File: src/rtl/btm_pkg.sv
package btm_pkg;

    localparam int SEL_W   = 16;
    localparam int IP_W    = 32;
    localparam int ADDR_HI = 31;
    localparam int ADDR_LO = 3;
    localparam int ADDR_W  = ADDR_HI - ADDR_LO + 1;
    localparam int GAP_W   = 8;

    typedef enum logic [1:0] {
        MODE_REAL = 2'b00,
        MODE_BAD  = 2'b01,
        MODE_PROT = 2'b10,
        MODE_V86  = 2'b11
    } tgt_mode_e;

    typedef enum logic [1:0] {
        PH_IDLE = 2'd0,
        PH_SRC  = 2'd1,
        PH_TGT  = 2'd2
    } phase_e;

    typedef struct packed {
        logic [SEL_W-1:0] src_sel;
        logic [IP_W-1:0]  src_ip;
        logic [SEL_W-1:0] tgt_sel;
        logic [IP_W-1:0]  tgt_ip;
        tgt_mode_e        mode;
        logic             opsz;
    } branch_evt_t;

    typedef struct packed {
        logic [ADDR_W-1:0] addr;
        logic [IP_W-1:0]   data;
    } bus_cyc_t;

    // Address bits 31..3 laid out MSB first: cycle id, mode, size, gap, selector, spare.
    function automatic logic [ADDR_W-1:0] pack_addr(
        input logic             is_tgt,
        input tgt_mode_e        mode,
        input logic             opsz,
        input logic [SEL_W-1:0] sel
    );
        logic [1:0] m;
        logic       s;
        m = is_tgt ? mode : 2'b00;
        s = is_tgt ? opsz : 1'b0;
        return {is_tgt, m, s, {GAP_W{1'b0}}, sel, 1'b0};
    endfunction

endpackage

File: src/rtl/btm_evt_reg.sv
module btm_evt_reg
    import btm_pkg::*;
(
    input  logic        clk,
    input  logic        rst,
    input  logic        load,
    input  branch_evt_t evt_d,
    output branch_evt_t evt_q,
    output logic        err_q
);
    always_ff @(posedge clk) begin
        if (rst) begin
            evt_q <= '0;
        end else if (load) begin
            evt_q <= evt_d;
        end
    end

    always_ff @(posedge clk) begin
        if (rst) begin
            err_q <= 1'b0;
        end else if (load && evt_d.mode == MODE_BAD) begin
            err_q <= 1'b1;
        end
    end

    AST_ERR_STICKY: assert property (@(posedge clk) disable iff (rst)
        err_q |=> err_q);
    AST_ERR_SETS: assert property (@(posedge clk) disable iff (rst)
        (load && evt_d.mode == MODE_BAD) |=> err_q);
endmodule

File: src/rtl/btm_phase_fsm.sv
module btm_phase_fsm
    import btm_pkg::*;
(
    input  logic clk,
    input  logic rst,
    input  logic evt_valid,
    input  logic cyc_ready,
    output logic evt_ready,
    output logic load,
    output logic cyc_valid,
    output logic is_tgt
);
    phase_e phase;

    always_ff @(posedge clk) begin
        if (rst) begin
            phase <= PH_IDLE;
        end else begin
            unique case (phase)
                PH_IDLE: if (evt_valid) phase <= PH_SRC;
                PH_SRC:  if (cyc_ready) phase <= PH_TGT;
                PH_TGT:  if (cyc_ready) phase <= PH_IDLE;
                default: phase <= PH_IDLE;
            endcase
        end
    end

    always_comb begin
        evt_ready = (phase == PH_IDLE);
        cyc_valid = (phase != PH_IDLE);
        is_tgt    = (phase == PH_TGT);
        load      = evt_valid && evt_ready;
    end

    AST_SRC_THEN_TGT: assert property (@(posedge clk) disable iff (rst)
        (cyc_valid && cyc_ready && !is_tgt) |=> (cyc_valid && is_tgt));
    AST_FREE_AFTER_TGT: assert property (@(posedge clk) disable iff (rst)
        (cyc_valid && cyc_ready && is_tgt) |=> evt_ready);
    AST_ACCEPT_STARTS: assert property (@(posedge clk) disable iff (rst)
        load |=> (cyc_valid && !is_tgt));
endmodule

File: src/rtl/btm_cycle_fmt.sv
module btm_cycle_fmt
    import btm_pkg::*;
(
    input  branch_evt_t evt,
    input  logic        is_tgt,
    output bus_cyc_t    cyc
);
    always_comb begin
        if (is_tgt) begin
            cyc.addr = pack_addr(1'b1, evt.mode, evt.opsz, evt.tgt_sel);
            cyc.data = evt.tgt_ip;
        end else begin
            cyc.addr = pack_addr(1'b0, evt.mode, evt.opsz, evt.src_sel);
            cyc.data = evt.src_ip;
        end
    end
endmodule

File: src/rtl/btm_gen.sv
module btm_gen
    import btm_pkg::*;
(
    input  logic                clk,
    input  logic                rst,
    input  logic                evt_valid,
    output logic                evt_ready,
    input  logic [SEL_W-1:0]    evt_src_sel,
    input  logic [IP_W-1:0]     evt_src_ip,
    input  logic [SEL_W-1:0]    evt_tgt_sel,
    input  logic [IP_W-1:0]     evt_tgt_ip,
    input  logic [1:0]          evt_tgt_mode,
    input  logic                evt_tgt_opsz,
    output logic                cyc_valid,
    input  logic                cyc_ready,
    output logic [ADDR_HI:ADDR_LO] cyc_addr,
    output logic [IP_W-1:0]     cyc_data,
    output logic                mode_err
);
    branch_evt_t evt_in, evt_held;
    bus_cyc_t    cyc;
    logic        load, is_tgt;

    always_comb begin
        evt_in.src_sel = evt_src_sel;
        evt_in.src_ip  = evt_src_ip;
        evt_in.tgt_sel = evt_tgt_sel;
        evt_in.tgt_ip  = evt_tgt_ip;
        evt_in.mode    = tgt_mode_e'(evt_tgt_mode);
        evt_in.opsz    = evt_tgt_opsz;
    end

    btm_phase_fsm u_fsm (
        .clk       (clk),
        .rst       (rst),
        .evt_valid (evt_valid),
        .cyc_ready (cyc_ready),
        .evt_ready (evt_ready),
        .load      (load),
        .cyc_valid (cyc_valid),
        .is_tgt    (is_tgt)
    );

    btm_evt_reg u_reg (
        .clk   (clk),
        .rst   (rst),
        .load  (load),
        .evt_d (evt_in),
        .evt_q (evt_held),
        .err_q (mode_err)
    );

    btm_cycle_fmt u_fmt (
        .evt    (evt_held),
        .is_tgt (is_tgt),
        .cyc    (cyc)
    );

    assign cyc_addr = cyc.addr;
    assign cyc_data = cyc.data;

    AST_HOLD_STABLE: assert property (@(posedge clk) disable iff (rst)
        (cyc_valid && !cyc_ready) |=> (cyc_valid && $stable(cyc_addr) && $stable(cyc_data)));
    AST_BUSY_NOT_READY: assert property (@(posedge clk) disable iff (rst)
        cyc_valid |-> !evt_ready);
    AST_ZERO_FIELDS: assert property (@(posedge clk) disable iff (rst)
        cyc_valid |-> (cyc_addr[27:20] == 8'h00 && cyc_addr[3] == 1'b0));
    AST_SRC_UNUSED_ZERO: assert property (@(posedge clk) disable iff (rst)
        (cyc_valid && !cyc_addr[31]) |-> (cyc_addr[30:28] == 3'b000));
    AST_PAIR_ORDER: assert property (@(posedge clk) disable iff (rst)
        $rose(cyc_valid) |-> !cyc_addr[31]);
endmodule

File: config.mk
export PLATFORM = sky130hd
export DESIGN_NAME = btm_gen
export DESIGN_NICKNAME = d
export VERILOG_FILES = /design/src/rtl/btm_pkg.sv /design/src/rtl/btm_evt_reg.sv /design/src/rtl/btm_phase_fsm.sv /design/src/rtl/btm_cycle_fmt.sv /design/src/rtl/btm_gen.sv
export SDC_FILE = /design/constraint.sdc
export NUM_CORES = 1
export LEC_CHECK = 0
export BUFFER_PORTS_ARGS = -buffer_cell sky130_fd_sc_hd__buf_2
export CAP_MARGIN = 20
export CORE_ASPECT_RATIO = 1.4
export CORE_MARGIN = 8
export CORE_UTILIZATION = 40
export DETAILED_ROUTE_END_ITERATION = 7
export PLACE_DENSITY = 0.66
export SLEW_MARGIN = 10
export SYNTH_ARGS = -nofsm -noshare
export SYNTH_HDL_FRONTEND = slang
export SYNTH_SLANG_ARGS = --single-unit
File: constraint.sdc
create_clock -name clk -period 3.7 [get_ports clk]
set_clock_uncertainty 0.15 [all_clocks]
set_input_delay 0.37 -clock clk [delete_from_list [all_inputs] [get_ports clk]]
set_output_delay 0.37 -clock clk [all_outputs]
set_load 0.01 [all_outputs]
Word-level counts from Yosys, hierarchy flattened. Cells that the tools add are included.

Register bits after elaboration: 102. Memory bits (read-only): 0. Bits in writable memories: 0. Word-level logic and storage cells: 24. Output and inout port bits: 64. Latch bits: 0. Memories kept: 0. Input port bits: 103.

Multiplexer cells: 5. Magnitude comparators: 0. $add $sub $neg: 0. Div/mod/pow operators: 0. $mul: 0. Reduce and logical (&&, ||, !) cells: 5. Shifts and indexed selects: 0. Equal/unequal tests: 6. Bitwise gates (word level): 0.

Operator list (number): $mux W61 (1); $mux W2 (3); $ne A2 B2 Y1 const B (3); $pmux W2 S3 (1); $eq A2 B1 Y1 const B (2); $reduce_and A3 Y1 (1); $eq A2 B2 Y1 const B (1); $logic_and A1 B1 Y1 (2); $logic_not A2 Y1 (1); $reduce_bool A2 Y1 (1).

Depth between registers and ports, before layout. Gate-level depths: netlist (run 1).

Word-level depth: 3. Mapped depth: 4. Depth with buffers taken out: 2.

Cells and area by module. Synthesis (run 1) repeated with hierarchy kept, for this count alone.

Cells, all modules: 403. Area total of the unflattened synthesis: 4638.2 um^2.

By module, submodules not included: btm_evt_reg (area each 3614.7 um^2, instances 1, sequential area each 2001.9 um^2, cells an instance 323); btm_cycle_fmt (area each 917.1 um^2, instances 1, sequential area each 0.0 um^2, cells an instance 68); btm_phase_fsm (area each 106.4 um^2, instances 1, sequential area each 40.0 um^2, cells an instance 12).

Worst setup path before layout (run 1). No wires, ideal clock.

Path type: register -> output. From: register u_fsm.phase[1]. To: output cyc_addr[10] (netlist bit). Required time: 3.180 ns. Buffers on the path: 2. Slack: 2.034 ns. Arrival time: 1.146 ns. Stages on the path, launching flop included: 5. Cell sequence: dfxtp_1 > nor2b_2 > buf_6 > buf_12 > mux2_4.

Longest elaborated chain between the ends: 2.

Ends and longest elaborated chain: from (decl) (line btm_phase_fsm.sv:13) `phase_e phase;`; from (signal assigned) (line btm_phase_fsm.sv:17) `phase <= PH_IDLE;`; from (signal assigned) (line btm_phase_fsm.sv:20) `PH_IDLE: if (evt_valid) phase <= PH_SRC;`; from (signal assigned) (line btm_phase_fsm.sv:21) `PH_SRC: if (cyc_ready) phase <= PH_TGT;`; $eq A2 B2 Y1 (line btm_phase_fsm.sv:31) `is_tgt = (phase == PH_TGT);`; $mux W61 (line btm_cycle_fmt.sv:9) `if (is_tgt) begin`; to (decl) (line btm_gen.sv:16) `output logic [ADDR_HI:ADDR_LO] cyc_addr,`.

Every way passes these cells.

Worst setup path after layout (run 1).
From: register u_fsm.phase[1]. To: output cyc_addr[7] (netlist bit).

Same word-level chain as after synthesis.

==> flow_summary.ini, run 1 <==
[worst_setup_path]
worst_ep_arrival_time_ps = 1960
cp_slowest_stage_delay_ps = 440
crit_family = buffers and inverters
cp-startpoint = u_fsm.phase[1]$_SDFFE_PP0P_
crit_buf_inv = 2
critPathMaxFanout = 29
critPathLaunchType = flip-flop
reg2reg_slack_ps = 1820
slowest_stage = dfxtp_1
timing.rr.end = u_reg.evt_q[12]$_SDFFE_PP0P_
crit_chain = nor2b_4, buf_4, mux2_2, buf_2
path_depth = 4
critPathKind = reg -> out
rr_worst_depth = 3
end_kind = primary output
r2r-start = u_fsm.phase[0]$_SDFFE_PP0P_
cp.required_ps = 3180
cp-endpoint = cyc_addr[7]

[cts]
clk_pin_slew_ps = 70
cts_root_buf = clkbuf_16
cts.path.max_buffers = 2
clkSinkCount = 102
post_cts_buffers = 0
htreeDepth = 3
cts_tree = built
cts_hold_buf = 0
numCtsBuffers = 9
clock_latency_ps = 330
cts_resized = 0

[pwr]
p_per_area_mw_per_mm2 = 414
p_leak_nw = 2.96
combPwrFrac_pct = 16.9
intPower_mw = 2.05
power.share.clock_pct = 37.8
p_seq_share_pct = 45.4
switchingPower_mw = 0.659
p_sw_share_pct = 24.3
vdd_drop_max_mv = 0.186

[yosys]
yosysUniqueCellTypes = 23
avgSynthCellArea_um2 = 10.9
ys_seq_elements = 102
syn_inst = 513
synth_warnings = 0
syn_area_mm2 = 0.00559
synth_seq_area_share_pct = 36.6

[flow_run]
cap_violations = 0

[routing]
drc = 0
first_pass_iters = 4
vias = 3800
wirelength_um = 12300
avgRoutedWirePerCell_um = 14.7
via_per_inst = 4.55
drtIter0Drc = 130
ant_nets = 0

[floorplanning]
die_height_um = 156
dieWidth_um = 116
die-area_mm2 = 0.0181
core_mm2 = 0.0138
rows = 51
initial_core_util_pct = 40.5
boundaryPins = 167

[placement]
gp_congestion = 0.719
port-buffer-count = 157
place_ws_ps = 1550
dpl.cell_count = 820
dp_hpwl_um = 9150

[cells_and_area]
finalNetCount = 749
post-route-util_pct = 47.4
stdcell_count = 836
n_antenna_cell = 0
drive_gt1_share_pct = 35.3
area_growth_syn_to_layout_pct = 16.9

[global_route]
grt_pass1_vias = 4061
grt_pass1_wl_um = 19700
grt_overflow = 0
grt_max_degree = 147
track_usage_pct = 13.6
antenna_found_initial = 0

[sta]
finalSetupViolations = 0
period_minus_slack_ps = 2480
worstMarginPinSlew_ps = 973
relSlewSlack_pct = 35.1
fmax_mhz = 403
hold_viol_final = 0
drv_slew = 0
setup_slack_ps = 1220
grt_setup_unrepaired = false
fin_crit_sh_pct = 67.1
tns_ps = 0

[hold_path]
worstHoldStart = evt_tgt_ip[25]
min_path_type = in -> reg

[status]
status = complete, no violations
[through the flow]
stage	total power [mW]	area [um2]	hold slack, ps
after floorplan	1.61	5620	294
after global placement	1.70	6210	306
after detailed placement	1.72	6210	313
after CTS	2.75	6530	125
after global routing	2.84	6530	124
final	2.71	6530	135
[cells in the final DEF, fill, tap and decap left out, drive strengths merged]
cell    synthesis  routed
bufinv          0       2
or2             1       1
nor3b           2       2
nand2b        199     199
and2            3       3
buf            29     163
or3b            1       1
nand3b          1       1
mux2           48      48
a211oi          1       1
dfxtp         102     102
conb            1       9
mux2i          99      99
inv             2       2
a21oi           1       1
clkbuf         20      11
a22o            1       1
clkinv          0       3
nor2b           1       1
or2b            1       1
[power groups by stage]
stage	Combinational (mW)	Sequential, mW	Clock (mW)
after floorplan	0.375	1.24	0
after global placement	0.452	1.25	0
final	0.457	1.23	1.02
after CTS	0.466	1.23	1.06
after global routing	0.500	1.24	1.10
after detailed placement	0.465	1.25	0
[sequential cells by signal, summed over array words and instances (netlist names)]
name / flops
u_reg.evt_q: 99
u_fsm.phase: 2
u_reg.err_q: 1
[cell type report]
class                      count  area [um2]
fill                        1312        7250
clock buffer                  11         243
multi-input combinational    368        3090
timing repair buffer         163         833
inverter                       2        7.51
tap                          185         231
clock inverter                 5        82.6
sequential                   102        2040
[worst min-delay path, stage by stage]
cell and delay, ps:
buf_2 90, nand2b_1 50, mux2i_1 60
[cell families (layout without fill, tap and decap cells)]
family	Yosys count	count (layout)	share of synthesized area (%)
and+or+nand+nor	209	209	23.7
muxes	147	147	30.5
DFF	102	102	36.6
buffers and inverters	51	181	8.82
other	1	9	0.0671
AOI/OAI and AO/OA	3	3	0.381
[synthesized netlist by cell type]
| cell | number | area [um2] |
|---|---|---|
| nand2b_1 | 199 | 1240 |
| dfxtp_1 | 102 | 2040 |
| mux2i_1 | 99 | 991 |
| mux2_4 | 46 | 691 |
| clkbuf_1 | 20 | 75.1 |
| buf_12 | 15 | 300 |
| buf_4 | 11 | 82.6 |
| and2_1 | 3 | 18.8 |
| buf_6 | 2 | 22.5 |
| inv_1 | 2 | 7.51 |
| mux2_2 | 2 | 22.5 |
| a211oi_1 | 1 | 7.51 |
| a21oi_1 | 1 | 5.00 |
| a22o_1 | 1 | 8.76 |
| buf_2 | 1 | 5.00 |
| conb_1 | 1 | 3.75 |
| nand3b_1 | 1 | 7.51 |
| nor2b_2 | 1 | 8.76 |
| nor3b_1 | 1 | 7.51 |
| nor3b_2 | 1 | 12.5 |
| or2_2 | 1 | 6.26 |
| or2b_1 | 1 | 7.51 |
| or3b_2 | 1 | 8.76 |
[per-layer routing]
layer / GRT usage, % / vias to the layer above / part of all wire (%)
met5: 0 / - / 0
met3: 4.15 / 17 / 6.6
li1: - / 1914 / -
met4: 5.33 / 0 / 1.9
met1: 14.3 / 1775 / 38
met2: 24.3 / 94 / 53
[how the worst min path moves through the flow]
stage,depth (start not counted),to
detailed placement,2,u_reg.evt_q[19]$_SDFFE_PP0P_
finish,3,u_reg.evt_q[28]$_SDFFE_PP0P_
global placement,2,u_reg.evt_q[0]$_SDFFE_PP0P_
global route,3,u_reg.evt_q[76]$_SDFFE_PP0P_
CTS,3,u_reg.evt_q[28]$_SDFFE_PP0P_
floorplan,2,u_reg.evt_q[1]$_SDFFE_PP0P_
Note: power is estimated with default switching activity, not from simulation.
==> inputs of run 2 (changes only) <==
ABC_AREA = 1   (was unset)
PLACE_DENSITY = 0.7   (was 0.66)
clock period = 2 ns   (was 3.7 ns; I/O delays follow)
==> flow_summary.ini, run 2 <==
[worst_setup_path]
timing.rr.end = u_fsm.phase[1]$_SDFFE_PP0P_
cp.required_ps = 1650
reg2reg_slack_ps = 220
crit_buf_inv = 3
crit_top_cell = nand2_1
slowest_stage = dfxtp_1
crit_family = flip-flops
worst_ep_arrival_time_ps = 1530
critPathMaxFanout = 18
r2r-start = u_fsm.phase[1]$_SDFFE_PP0P_
critPathLaunchType = flip-flop
critPathKind = reg -> out
rr_worst_depth = 6
cp_slowest_stage_delay_ps = 470
end_kind = primary output
crit_chain = nor2_4, inv_2, buf_4, nand2_1, nand2_1, buf_2

[floorplanning]
rows = 47
initial_core_util_pct = 41.1
core_mm2 = 0.0119
die-area_mm2 = 0.0160
die_height_um = 147
boundaryPins = 167
dieWidth_um = 109

[hold_path]
min_path_type = in -> reg
worstHoldStart = evt_tgt_ip[30]
hold_depth = 4
min_to = u_reg.evt_q[33]$_SDFFE_PP0P_

[placement]
gp_congestion = 0.780
dp_hpwl_um = 9170
port-buffer-count = 157
placed_area_mm2 = 0.00571

[cells_and_area]
final_cell_mix = nand2_1 (246), nor2_1 (200), buf_2 (156)
final_common_cell = nand2_1
n_fill_cell = 1281
multiInputGateArea_mm2 = 0.00251
largest_reg_flops = 99
biggestRegsByFlops = u_reg.evt_q (99), u_fsm.phase (2), u_reg.err_q (1)
largest_register = u_reg.evt_q
area_growth_syn_to_layout_pct = 24.7
fin_area_mm2 = 0.00609
drive_gt1_share_pct = 21.6
finalNetCount = 967
seq_area_mm2 = 0.00204

[sta]
hold_viol_final = 0
finalSetupViolations = 0
tns_ps = 0
hold_slack_ps = 12.1
drv_slew = 0
period_minus_slack_ps = 1880
fin_crit_sh_pct = 94.0
fmax_mhz = 532
grt_setup_unrepaired = false

[flow_run]
cap_violations = 0

[cts]
cts_tree = built
numCtsBuffers = 9
clk_pin_slew_ps = 60
cts_resized = 0
clkSinkCount = 102
cts.path.max_buffers = 2
cts_root_buf = clkbuf_16
cts_hold_buf = 8
clock_latency_ps = 340
htreeDepth = 3
post_cts_buffers = 0

[status]
status = complete, no violations

[routing]
ant_nets = 0
wirelength_um = 13300
avgRoutedWirePerCell_um = 13.1
drc = 0
first_pass_iters = 4
vias = 4726
drtIter0Drc = 242
via_per_inst = 4.66

[yosys]
synthFlopType = dfxtp_1
synth_seq_area_share_pct = 41.8
synth_commonest_cells = nand2_1 (246), nor2_1 (200), dfxtp_1 (102), nand3b_1 (98), buf_2 (27)
yosysTopAreaCell = dfxtp_1
avgSynthCellArea_um2 = 6.68
netlist_top_cells_area = dfxtp_1 (42%), nand2_1 (19%), nor2_1 (15%)
yosysUniqueCellTypes = 15
synth_warnings = 0
syn_area_mm2 = 0.00488
ys_seq_elements = 102
syn_inst = 730
async_reset_ff_share_pct = 0
yosys.cell_count.top_type = nand2_1
yosysTopAreaCellShare_pct = 41.8
synth_edf_count = 0

[pwr]
combPwrFrac_pct = 19.5
p_leak_nw = 3.15
p_seq_share_pct = 46.0
vdd_drop_max_mv = 0.381
intPower_mw = 3.66
p_per_area_mw_per_mm2 = 824
p_sw_share_pct = 27.1
switchingPower_mw = 1.36
power.share.clock_pct = 34.5

[global_route]
grt_pass1_wl_um = 21000
grt_pass1_vias = 4376
antenna_found_initial = 2
grt_overflow = 0
grt_max_degree = 79
track_usage_pct = 16.1
-- run 2: logic make-up (layout without fill, tap and decap cells) --
group / Yosys count / after routing / share of synthesized area (%)
other: 1 / 10 / 0.0768
buffers and inverters: 73 / 202 / 7.62
flip-flops: 102 / 102 / 41.8
AND/OR/NAND/NOR: 550 / 550 / 50.1
AO/OA/AOI/OAI: 4 / 4 / 0.410
-- run 2: worst min-delay path: stages --
cell	delay [ps]
buf_2	70
nand3b_1	90
nand2_1	40
nor2_1	70
-- run 2: how the worst max path moves through the flow --
stage | from | to | slack (ps) | cells after the start
2_1_floorplan | u_fsm.phase[1]$_SDFFE_PP0P_ | cyc_addr[28] | 660 | 5
3_3_place_gp | u_fsm.phase[0]$_SDFFE_PP0P_ | u_reg.evt_q[32]$_SDFFE_PP0P_ | 480 | 6
3_5_place_dp | u_fsm.phase[0]$_SDFFE_PP0P_ | u_reg.evt_q[80]$_SDFFE_PP0P_ | 460 | 6
4_1_cts | u_fsm.phase[0]$_SDFFE_PP0P_ | cyc_data[24] | 90 | 6
5_1_grt | u_fsm.phase[0]$_SDFFE_PP0P_ | cyc_data[24] | 4 | 6
6_report | u_fsm.phase[0]$_SDFFE_PP0P_ | cyc_addr[5] | 120 | 6
-- run 2: per-layer routing --
layer	vias to the layer above	routed length, um	track usage (%)
met2	108	6630	27.0
met1	2105	5620	19.1
met3	20	734	3.26
met4	2	279	6.92
met5	-	10	0
li1	2491	-	-
-- run 2: stage by stage --
stage | cells | setup slack (ps) | util, % | total power [mW]
final | 1015 | 119 | 51.2 | 5.02
after CTS | 1014 | 91.2 | 51.2 | 5.09
after floorplan | 738 | 663 | - | 3.00
after global placement | 992 | 482 | 48.1 | 3.32
after global routing | 1015 | 4.06 | 51.2 | 5.31
after detailed placement | 992 | 456 | 48.1 | 3.33
-- run 2: cell type report --
type | count | share of cell area (%)
Multi-Input combinational cell | 563 | 41.2
Tap cell | 147 | 3.02
Clock inverter | 1 | 0.493
Inverter | 11 | 0.678
Sequential cell | 102 | 33.5
Timing Repair Buffer | 177 | 16.8
Antenna cell | 1 | 0.0411
Clock buffer | 13 | 4.28
-- run 2: power groups by stage --
stage	Clock (mW)	Sequential, mW	Combinational (mW)
final	1.73	2.31	0.977
after global routing	1.88	2.33	1.10
after CTS	1.79	2.31	0.994
after detailed placement	0	2.35	0.980
after global placement	0	2.35	0.967
after floorplan	0	2.33	0.669
